**src/rtl/tbw_pkg.sv**
```systemverilog
`timescale 1ns/1ps
package tbw_pkg;

  // Decoded view of one bus cycle
  typedef struct packed {
    logic rd_ok;   // read that returns data and advances
    logic unlock;  // aligned word write while disarmed
  } tbw_dec_t;

  // Pick one word from a line, word 0 being the most significant
  function automatic logic [15:0] pick_word(input logic [63:0] line, input int unsigned sel);
    return line[(3 - sel) * 16 +: 16];
  endfunction

endpackage

```
**src/rtl/tbw_decode.sv**
```systemverilog
`timescale 1ns/1ps
module tbw_decode
  import tbw_pkg::*;
#(
  parameter int ADDR_W   = 8,
  parameter int BE_W     = 2,
  parameter logic [ADDR_W-1:0] WIN_ADDR = 8'h24
) (
  input  logic [ADDR_W-1:0] addr,
  input  logic              rd,
  input  logic              wr,
  input  logic [BE_W-1:0]   be,
  input  logic              arm,
  input  logic              locked,
  output tbw_dec_t          dec
);
  logic hit_word;

  always_comb begin
    hit_word   = (addr == WIN_ADDR) && (addr[0] == 1'b0) && (&be);
    dec.rd_ok  = rd && hit_word && !arm && !locked;
    dec.unlock = wr && hit_word && !arm;
  end
endmodule

```
**src/rtl/tbw_lock_ptr.sv**
```systemverilog
`timescale 1ns/1ps
module tbw_lock_ptr #(
  parameter int DEPTH  = 16,
  parameter int SLICES = 4,
  localparam int ENT_W = $clog2(DEPTH),
  localparam int SL_W  = $clog2(SLICES)
) (
  input  logic             clk,
  input  logic             rst_n,
  input  logic             arm,
  input  logic             rd_ok,
  input  logic             unlock,
  output logic             locked,
  output logic [ENT_W-1:0] ent_idx,
  output logic [SL_W-1:0]  sl_idx
);
  localparam logic [ENT_W-1:0] LAST_ENT = ENT_W'(DEPTH - 1);
  localparam logic [SL_W-1:0]  LAST_SL  = SL_W'(SLICES - 1);

  always_ff @(posedge clk or negedge rst_n) begin
    if (!rst_n) begin
      locked  <= 1'b1;
      ent_idx <= '0;
      sl_idx  <= '0;
    end else begin
      if (arm)         locked <= 1'b1;
      else if (unlock) locked <= 1'b0;

      if (unlock) begin
        ent_idx <= '0;
        sl_idx  <= '0;
      end else if (rd_ok) begin
        if (sl_idx == LAST_SL) begin
          sl_idx  <= '0;
          ent_idx <= (ent_idx == LAST_ENT) ? '0 : ent_idx + 1'b1;
        end else begin
          sl_idx <= sl_idx + 1'b1;
        end
      end
    end
  end

  // arming leaves the buffer locked
  a_r5_arm_locks: assert property (@(posedge clk) disable iff (!rst_n)
    arm |=> locked);
  // unlock rewinds the read pointer
  a_r6_unlock_rewinds: assert property (@(posedge clk) disable iff (!rst_n)
    unlock |=> (ent_idx == '0 && sl_idx == '0));
  // no valid read, no unlock -> pointer holds
  a_r7_ptr_holds: assert property (@(posedge clk) disable iff (!rst_n)
    (!rd_ok && !unlock) |=> ($stable(ent_idx) && $stable(sl_idx)));
  // last slice rolls over to slice 0
  a_r4_slice_roll: assert property (@(posedge clk) disable iff (!rst_n)
    (rd_ok && !unlock && sl_idx == LAST_SL) |=> (sl_idx == '0));
  // armed reads never count as valid
  a_r8_no_read_armed: assert property (@(posedge clk) disable iff (!rst_n)
    arm |-> !rd_ok);
endmodule

```
**src/rtl/tbw_store.sv**
```systemverilog
`timescale 1ns/1ps
module tbw_store #(
  parameter int DEPTH  = 16,
  parameter int LINE_W = 64,
  localparam int ENT_W = $clog2(DEPTH)
) (
  input  logic              clk,
  input  logic              rst_n,
  input  logic              arm,
  input  logic              st_valid,
  output logic              st_ready,
  input  logic [LINE_W-1:0] st_data,
  input  logic [ENT_W-1:0]  rd_ent,
  output logic [LINE_W-1:0] rd_line
);
  localparam logic [ENT_W-1:0] LAST_ENT = ENT_W'(DEPTH - 1);

  logic [LINE_W-1:0] mem [DEPTH];
  logic [ENT_W-1:0]  wptr;
  logic              take;

  assign st_ready = arm;
  assign take     = st_valid && st_ready;
  assign rd_line  = mem[rd_ent];

  // Trace contents carry no reset
  always_ff @(posedge clk) begin
    if (take) mem[wptr] <= st_data;
  end

  always_ff @(posedge clk or negedge rst_n) begin
    if (!rst_n)     wptr <= '0;
    else if (!arm)  wptr <= '0;
    else if (take)  wptr <= (wptr == LAST_ENT) ? '0 : wptr + 1'b1;
  end

  // disarmed cycles rewind the capture pointer
  a_r2_wptr_rewind: assert property (@(posedge clk) disable iff (!rst_n)
    !arm |=> (wptr == '0));
  // an accepted store steps the capture pointer
  a_r2_wptr_step: assert property (@(posedge clk) disable iff (!rst_n)
    (take && wptr != LAST_ENT) |=> (wptr == $past(wptr) + 1'b1));
endmodule

```
**src/rtl/trace_read_window.sv**
```systemverilog
`timescale 1ns/1ps
module trace_read_window
  import tbw_pkg::*;
#(
  parameter int ADDR_W = 8,
  parameter int DEPTH  = 16,
  parameter logic [ADDR_W-1:0] WIN_ADDR = 8'h24,
  localparam int LINE_W = 64,
  localparam int WORD_W = 16,
  localparam int BE_W   = WORD_W / 8,
  localparam int SLICES = LINE_W / WORD_W,
  localparam int ENT_W  = $clog2(DEPTH),
  localparam int SL_W   = $clog2(SLICES)
) (
  input  logic              clk,
  input  logic              rst_n,
  input  logic [ADDR_W-1:0] bus_addr,
  input  logic              bus_rd,
  input  logic              bus_wr,
  input  logic [BE_W-1:0]   bus_be,
  output logic [WORD_W-1:0] rd_data,
  input  logic              arm,
  input  logic              st_valid,
  output logic              st_ready,
  input  logic [LINE_W-1:0] st_data
);
  tbw_dec_t          dec;
  logic              locked;
  logic [ENT_W-1:0]  ent_idx;
  logic [SL_W-1:0]   sl_idx;
  logic [LINE_W-1:0] cur_line;

  tbw_decode #(.ADDR_W(ADDR_W), .BE_W(BE_W), .WIN_ADDR(WIN_ADDR)) u_dec (
    .addr(bus_addr), .rd(bus_rd), .wr(bus_wr), .be(bus_be),
    .arm(arm), .locked(locked), .dec(dec)
  );

  tbw_lock_ptr #(.DEPTH(DEPTH), .SLICES(SLICES)) u_lock (
    .clk(clk), .rst_n(rst_n), .arm(arm), .rd_ok(dec.rd_ok),
    .unlock(dec.unlock), .locked(locked), .ent_idx(ent_idx), .sl_idx(sl_idx)
  );

  tbw_store #(.DEPTH(DEPTH), .LINE_W(LINE_W)) u_store (
    .clk(clk), .rst_n(rst_n), .arm(arm), .st_valid(st_valid),
    .st_ready(st_ready), .st_data(st_data), .rd_ent(ent_idx), .rd_line(cur_line)
  );

  always_comb begin
    rd_data = '0;
    if (dec.rd_ok) rd_data = pick_word(cur_line, int'(sl_idx));
  end

  // armed reads return zero
  a_r8_armed_zero: assert property (@(posedge clk) disable iff (!rst_n)
    (bus_rd && arm) |-> (rd_data == '0));
  // idle bus drives zero
  a_r1_idle_zero: assert property (@(posedge clk) disable iff (!rst_n)
    !bus_rd |-> (rd_data == '0));
  // partial byte enables return zero
  a_r7_byte_zero: assert property (@(posedge clk) disable iff (!rst_n)
    (bus_rd && !(&bus_be)) |-> (rd_data == '0));
endmodule

```
**config.mk**
```make
export PLATFORM = sky130hd
export DESIGN_NAME = trace_read_window
export DESIGN_NICKNAME = d
export VERILOG_FILES = /design/src/rtl/tbw_pkg.sv /design/src/rtl/tbw_decode.sv /design/src/rtl/tbw_lock_ptr.sv /design/src/rtl/tbw_store.sv /design/src/rtl/trace_read_window.sv
export SDC_FILE = /design/constraint.sdc
export NUM_CORES = 1
export LEC_CHECK = 0
export ABC_CLOCK_PERIOD_IN_PS = 5700
export BUFFER_PORTS_ARGS = -buffer_cell sky130_fd_sc_hd__buf_2
export CORE_MARGIN = 3
export CORE_UTILIZATION = 56
export DETAILED_ROUTE_END_ITERATION = 10
export PLACE_DENSITY_LB_ADDON = 0.08
export SLEW_MARGIN = 30
export SYNTH_ARGS = -nofsm -noshare
export SYNTH_HDL_FRONTEND = slang
export SYNTH_SLANG_ARGS = --single-unit
```
**constraint.sdc**
```tcl
create_clock -name clk -period 5.7 [get_ports clk]
set_input_delay 0.57 -clock clk [delete_from_list [all_inputs] [get_ports clk]]
set_output_delay 0.57 -clock clk [all_outputs]
set_load 0.01 [all_outputs]
```
# Word level (Yosys, flattened, before mapping)
# Memory sizes are Yosys's and may differ from the RTL's.
# Index checks and enable logic that the tools add are counted.
totals:
  register_bits: 11
  latch_bits: 0
  ramBits: 1024
  mem_bits_ro: 0
  inputBits: 80
  output_inout_bits: 17
  elab_cells: 46
  mem_count: 1
classes:
  addsub: 4
  n_mul: 0
  n_div: 0
  magnitude_cmp: 0
  eq_ne: 5
  n_shift: 1
  mux: 15
  n_bitwise: 1
  reduce_logical: 15
mem_list:
  columns: ["memory", "depth", "word_bits", "rd", "rd_clocked_by_memory_dff", "wr", "line", "text"]
  rows:
  - ["u_store.mem", 16, 64, 1, 0, 1, "tbw_store.sv:18", "logic [LINE_W-1:0] mem [DEPTH];"]
op_table:
  columns: ["cell", "n"]
  rows:
  - ["indexed part select 64 x 33 -> 16 bit", 1]
  - ["2-to-1 mux 4 bit", 7]
  - ["2-to-1 mux 16 bit", 1]
  - ["adder 4 x 1 -> 4 bit (second input constant)", 2]
  - ["equality test 4 bit (second input constant)", 2]
  - ["equality test 8 x 6 -> 1 bit (second input constant)", 1]
  - ["logical AND 1 bit", 8]
  - ["2-to-1 mux 2 bit", 3]
  - ["nonzero test 2 bit", 3]
  - ["2-to-1 mux 1 bit", 4]
  - ["AND reduction 2 bit", 2]
  - ["subtractor 2 x 2 -> 3 bit (first input constant)", 1]
  - ["adder 2 x 1 -> 2 bit (second input constant)", 1]
  - ["equality test 2 bit (second input constant)", 1]
  - ["zero test 1 bit", 2]
  - ["inequality test 2 x 1 -> 1 bit (second input constant)", 1]
  - ["inverter 1 bit", 1]

# Logic depth before layout (Yosys ltp)
depth:
  depth_word: 8
  depth_mapped: 10
  depth_no_buf: 5

# Hierarchy
# Synthesis repeated with hierarchy kept, for this count alone.
hier_totals:
  cells_unflattened: 1713
  area_unflattened_um2: 39515.4
modules_own_cells:
  columns: ["mod", "instances", "cells_per_inst", "area_per_inst_um2", "seq_area_each_um2"]
  rows:
  - ["tbw_store", 1, 1616, 38579.5, 30849.6]
  - ["trace_read_window", 1, 57, 524.3, 0.0]
  - ["tbw_lock_ptr", 1, 34, 346.6, 176.4]
  - ["tbw_decode", 1, 6, 65.1, 0.0]

# Least setup slack after synthesis
# OpenSTA, ideal clock, no wires.
synth_timing:
  path_type: "in2reg"
  startpoint: "in st_valid"
  endpoint: "mem u_store.mem[8][0], enable pin"
  setup_time_ps: 565
  arrival_ps: 5435
  t_required_ps: 5135
  path_slack_ps: -300
  path_stages: 3
  path_buffers: 1
  cell_sequence: "clkbuf_1 -> nand2_1 -> nor3_1"
synth_between:
  elab_chain_cells: 3
synth_lines:
  columns: ["element", "line", "text"]
  rows:
  - ["start: declaration", "trace_read_window.sv:23", "input logic st_valid,"]
  - ["logical AND 1 bit", "tbw_store.sv:23", "assign take = st_valid && st_ready;"]
  - ["2-to-1 mux 1 bit", "tbw_store.sv:28", "if (take) mem[wptr] <= st_data;"]
  - ["2-to-1 mux 1 bit (not written as such)", "tbw_store.sv:28", null]
  - ["end: declaration", "tbw_store.sv:18", null]
# No other way between the ends.

# Worst setup path in the final report
layout_timing:
  startpoint: "reg u_lock.ent_idx[0]"
  endpoint: "out rd_data[8]"
layout_between:
  elab_chain_cells: 3
layout_lines:
  columns: ["element", "line", "text"]
  rows:
  - ["start: declaration", "tbw_lock_ptr.sv:14", "output logic [ENT_W-1:0] ent_idx,"]
  - ["start signal: assignment", "tbw_lock_ptr.sv:35", "ent_idx <= (ent_idx == LAST_ENT) ? '0 : ent_idx + 1'b1;"]
  - ["memory read (16 x 64 bit)", null, null]
  - ["indexed part select 64 x 33 -> 16 bit", "tbw_pkg.sv:12", "return line[(3 - sel) * 16 +: 16];"]
  - ["2-to-1 mux 16 bit", "trace_read_window.sv:50", "if (dec.rd_ok) rd_data = pick_word(cur_line, int'(sl_idx));"]
  - ["end: declaration", "trace_read_window.sv:21", "output logic [WORD_W-1:0] rd_data,"]
# No other way between the ends.

==> results.py <==
metrics = {
    "place": {
        "gp_congestion": 0.8215,
        "post_dp_cell_area_mm2": 0.04177,
        "hpwl_mm": 49.83,
        "port-buffer-count": 96,
    },
    "timing": {
        "setup_tns_ps": 0,
        "post-route-period-util": 0.7784,
        "maxSlewViolCount": 0,
        "hold_viol": 0,
        "tightest_slew_ps": 982.5,
        "finalSetupViolCount": 0,
        "clock-skew-final_ps": 14.43,
        "fmax_mhz": 225.4,
        "relSlewSlack": 0.3450,
        "fin_hold_ws_ps": 262.4,
        "rsz0062_at_grt": "no",
        "min_period_ps": 4437,
    },
    "finish": {
        "regArea_mm2": 0.03104,
        "post-route-util": 0.6399,
        "syn_to_final_growth_pct": 12.80,
        "fill_cells": 4645,
        "drive_gt1_frac": 0.3080,
        "final_nets": 1949,
        "stdcell_area_mm2": 0.04496,
        "multi_input_area_mm2": 0.008463,
    },
    "logic_synthesis": {
        "postSynth.asyncResetShare": 0.01063,
        "ys_ff_latch": 1035,
        "avgSynthCellArea_um2": 23.42,
        "yosysTopAreaCellShare": 0.7714,
        "synthCells": 1702,
        "yosysTopAreaCell": "edfxtp_1",
        "syn-cell-area_mm2": 0.03986,
        "synthDistinctLibCells": 41,
        "syn_nets": 1788,
        "synth_area_leaders": "edfxtp_1 77%, mux4_2 15%, mux2i_1 2.4%",
        "ys_warn_count": 0,
        "synth_edf_count": 1024,
        "ys.flop_type": "edfxtp_1",
        "synth_seq_area_share": 0.7783,
    },
    "floorplan": {
        "ios": 97,
        "die_w_um": 272.8,
        "die_y_um": 272.8,
        "start_util": 0.5673,
        "core_area_mm2": 0.07027,
        "row_count": 97,
        "die_area_mm2": 0.07442,
    },
    "detailed_routing": {
        "ant_nets": 0,
        "vias": 18460,
        "post_drt_wl_per_cell_um": 31.49,
        "totalWireLength_mm": 91.14,
        "viasPerCell": 6.378,
        "post-route-drc-count": 0,
        "first_pass_iters": 5,
        "drtIter0Drc": 1823,
    },
    "pwr": {
        "p_sw_uw": 2934,
        "p_leak_uw": 0.01417,
        "p_per_area_mw_per_mm2": 335.3,
        "p_clk_frac": 0.425,
        "power_frac_comb": 0.016,
        "swShare": 0.1946,
        "seqPwrFrac": 0.559,
        "internal_power_uw": 12140,
        "peakVddDrop_v": 0.0002434,
    },
    "global_route": {
        "grt_pass1_wl_mm": 132.6,
        "antenna_found_initial": 14,
        "first_global_vias": 18900,
        "grt_max_degree": 65,
        "grt_overflow_total": 0,
        "grt.total_usage": 0.2508,
    },
    "clock_tree": {
        "clock_path_buffers": 3,
        "clkSinkCount": 1035,
        "cts_root_buf": "clkbuf_16",
        "cts_tree": "done",
        "clk_pin_slew_ps": 60,
        "h-tree-depth": 3,
        "cts_setup_buffers": 0,
        "clk_latency_ps": 660,
        "cts_buffers": 100,
    },
    "setup_path": {
        "required_ps": 5130,
        "cp.arrival_ps": 3870,
        "crit_path_end_kind": "primary output",
        "crit_path_start_kind": "register",
        "crit_type": "register to primary output",
        "crit_path_max_fanout": 30,
    },
    "outcome": {
        "outcome": "finished, final reports clean",
    },
    "worst_hold_path": {
        "hold_path_class": "primary input to register",
    },
    "run": {
        "maxCapViolCount": 0,
    },
}
layout make-up:
| cell class | count | area share |
|---|---|---|
| antenna | 9 | 0.0005009 |
| clock buffer | 124 | 0.05908 |
| clock inverter | 60 | 0.01133 |
| inverter | 5 | 0.0005287 |
| multi-input combinational | 568 | 0.1882 |
| sequential | 1035 | 0.6903 |
| tap | 940 | 0.02616 |
| timing repair buffer | 153 | 0.02393 |
critical path: stages (launching register included):
cell	delay [ps]
dfrtp_4	860
buf_4	560
mux4_2	350
mux2i_1	80
a22oi_1	300
nand2_1	90
o31ai_1	680
buf_2	260
cells in the mapped netlist (all sizes together), types with 3 or more instances:
cell and n:
a21oi 9, a22oi 45, and2 3, buf 66
clkbuf 28, dfrtp 10, edfxtp 1024, ha 6
inv 5, mux2 3, mux2i 96, mux4 268
nand2 40, nand3 10, nand4 5, nor2 21
nor2b 7, nor3 3, o211ai 15, o31ai 15
what timing repair did:
action / CTS / global route
hold buffers: 1 / 0
gates resized for setup: 0 / 0
hold endpoints to repair: 10 / 0
final timing paths:
kind	startpoint	to	slack, ps	cells past startpoint
max	u_lock.ent_idx[0]	rd_data[8]	1260	7
min	arm	u_lock.locked	260	3
max reg2reg	u_store.wptr[3]	u_store.mem[0][37]	2870	4
min reg2reg	u_lock.locked	u_lock.locked	490	2
max in group asynchronous	rst_n	u_lock.locked	5080	2
min in group asynchronous	rst_n	u_lock.ent_idx[3]	340	2
sequential cells by signal, indices dropped and copies added (netlist names):
name and flops:
u_lock.locked 1, u_store.wptr 4, u_store.mem 1024, u_lock.sl_idx 2, u_lock.ent_idx 4
metrics by stage:
step	instances	total power, uW	setup slack [ps]
floorplan	1702	8661	1398
global placement	2698	8812	1896
detailed placement	2700	8828	1910
CTS	2885	15190	1204
global route	2885	15520	1030
finish	2894	15080	1263
layout by cell type (no fill, tap or decap), types with 3 or more instances in the layout:
cell type   synthesis  final
nor2_1             20      6
inv_1               5      4
clkinv_1            0     23
nand2_1            40     40
mux2_2              3      3
nand3_1            10     10
diode_2             0      9
nand4_1             5      5
nor2_4              0     14
inv_6               0      4
clkinvlp_4          0      3
dfrtp_1            10      7
o211ai_1            5      5
bufinv_16           0      8
o211ai_2           10     10
mux2i_1            96     96
clkinv_2            0     21
nor2b_1             7      5
a21oi_1             9      9
edfxtp_1         1024   1024
buf_2              44     96
clkbuf_1           28     21
mux4_2            268    268
clkbuf_16           0    103
dfrtp_4             0      3
o31ai_1            15     15
a22oi_1            45     45
buf_12              0     11
buf_4              12     43
ha_1                6      6
cells by family after synthesis:
group / count (synthesis) / synth area share
adders and majority gates: 6 / 0.001883
xor gates and xnor gates: 2 / 0.0004395
muxes: 367 / 0.1764
buffers and inverters: 99 / 0.01296
DFF: 1035 / 0.7783
and+or+nand+nor: 98 / 0.01146
AOI/OAI and AO/OA: 95 / 0.01855
power by group through the flow:
stage,registers (uW),logic [uW],clock network (uW)
5_1_grt,8430,259,6840
3_3_place_gp,8580,227,0
6_report,8430,239,6410
2_1_floorplan,8590,70.6,0
3_5_place_dp,8590,240,0
4_1_cts,8430,241,6520
layer usage:
layer  track usage  routed length, um
met1        0.3664              38450
met5             0                 26
met2        0.3883              43640
met3       0.06190               7418
met4       0.06326               1597
No activity file was read; power rests on OpenSTA's default activity.
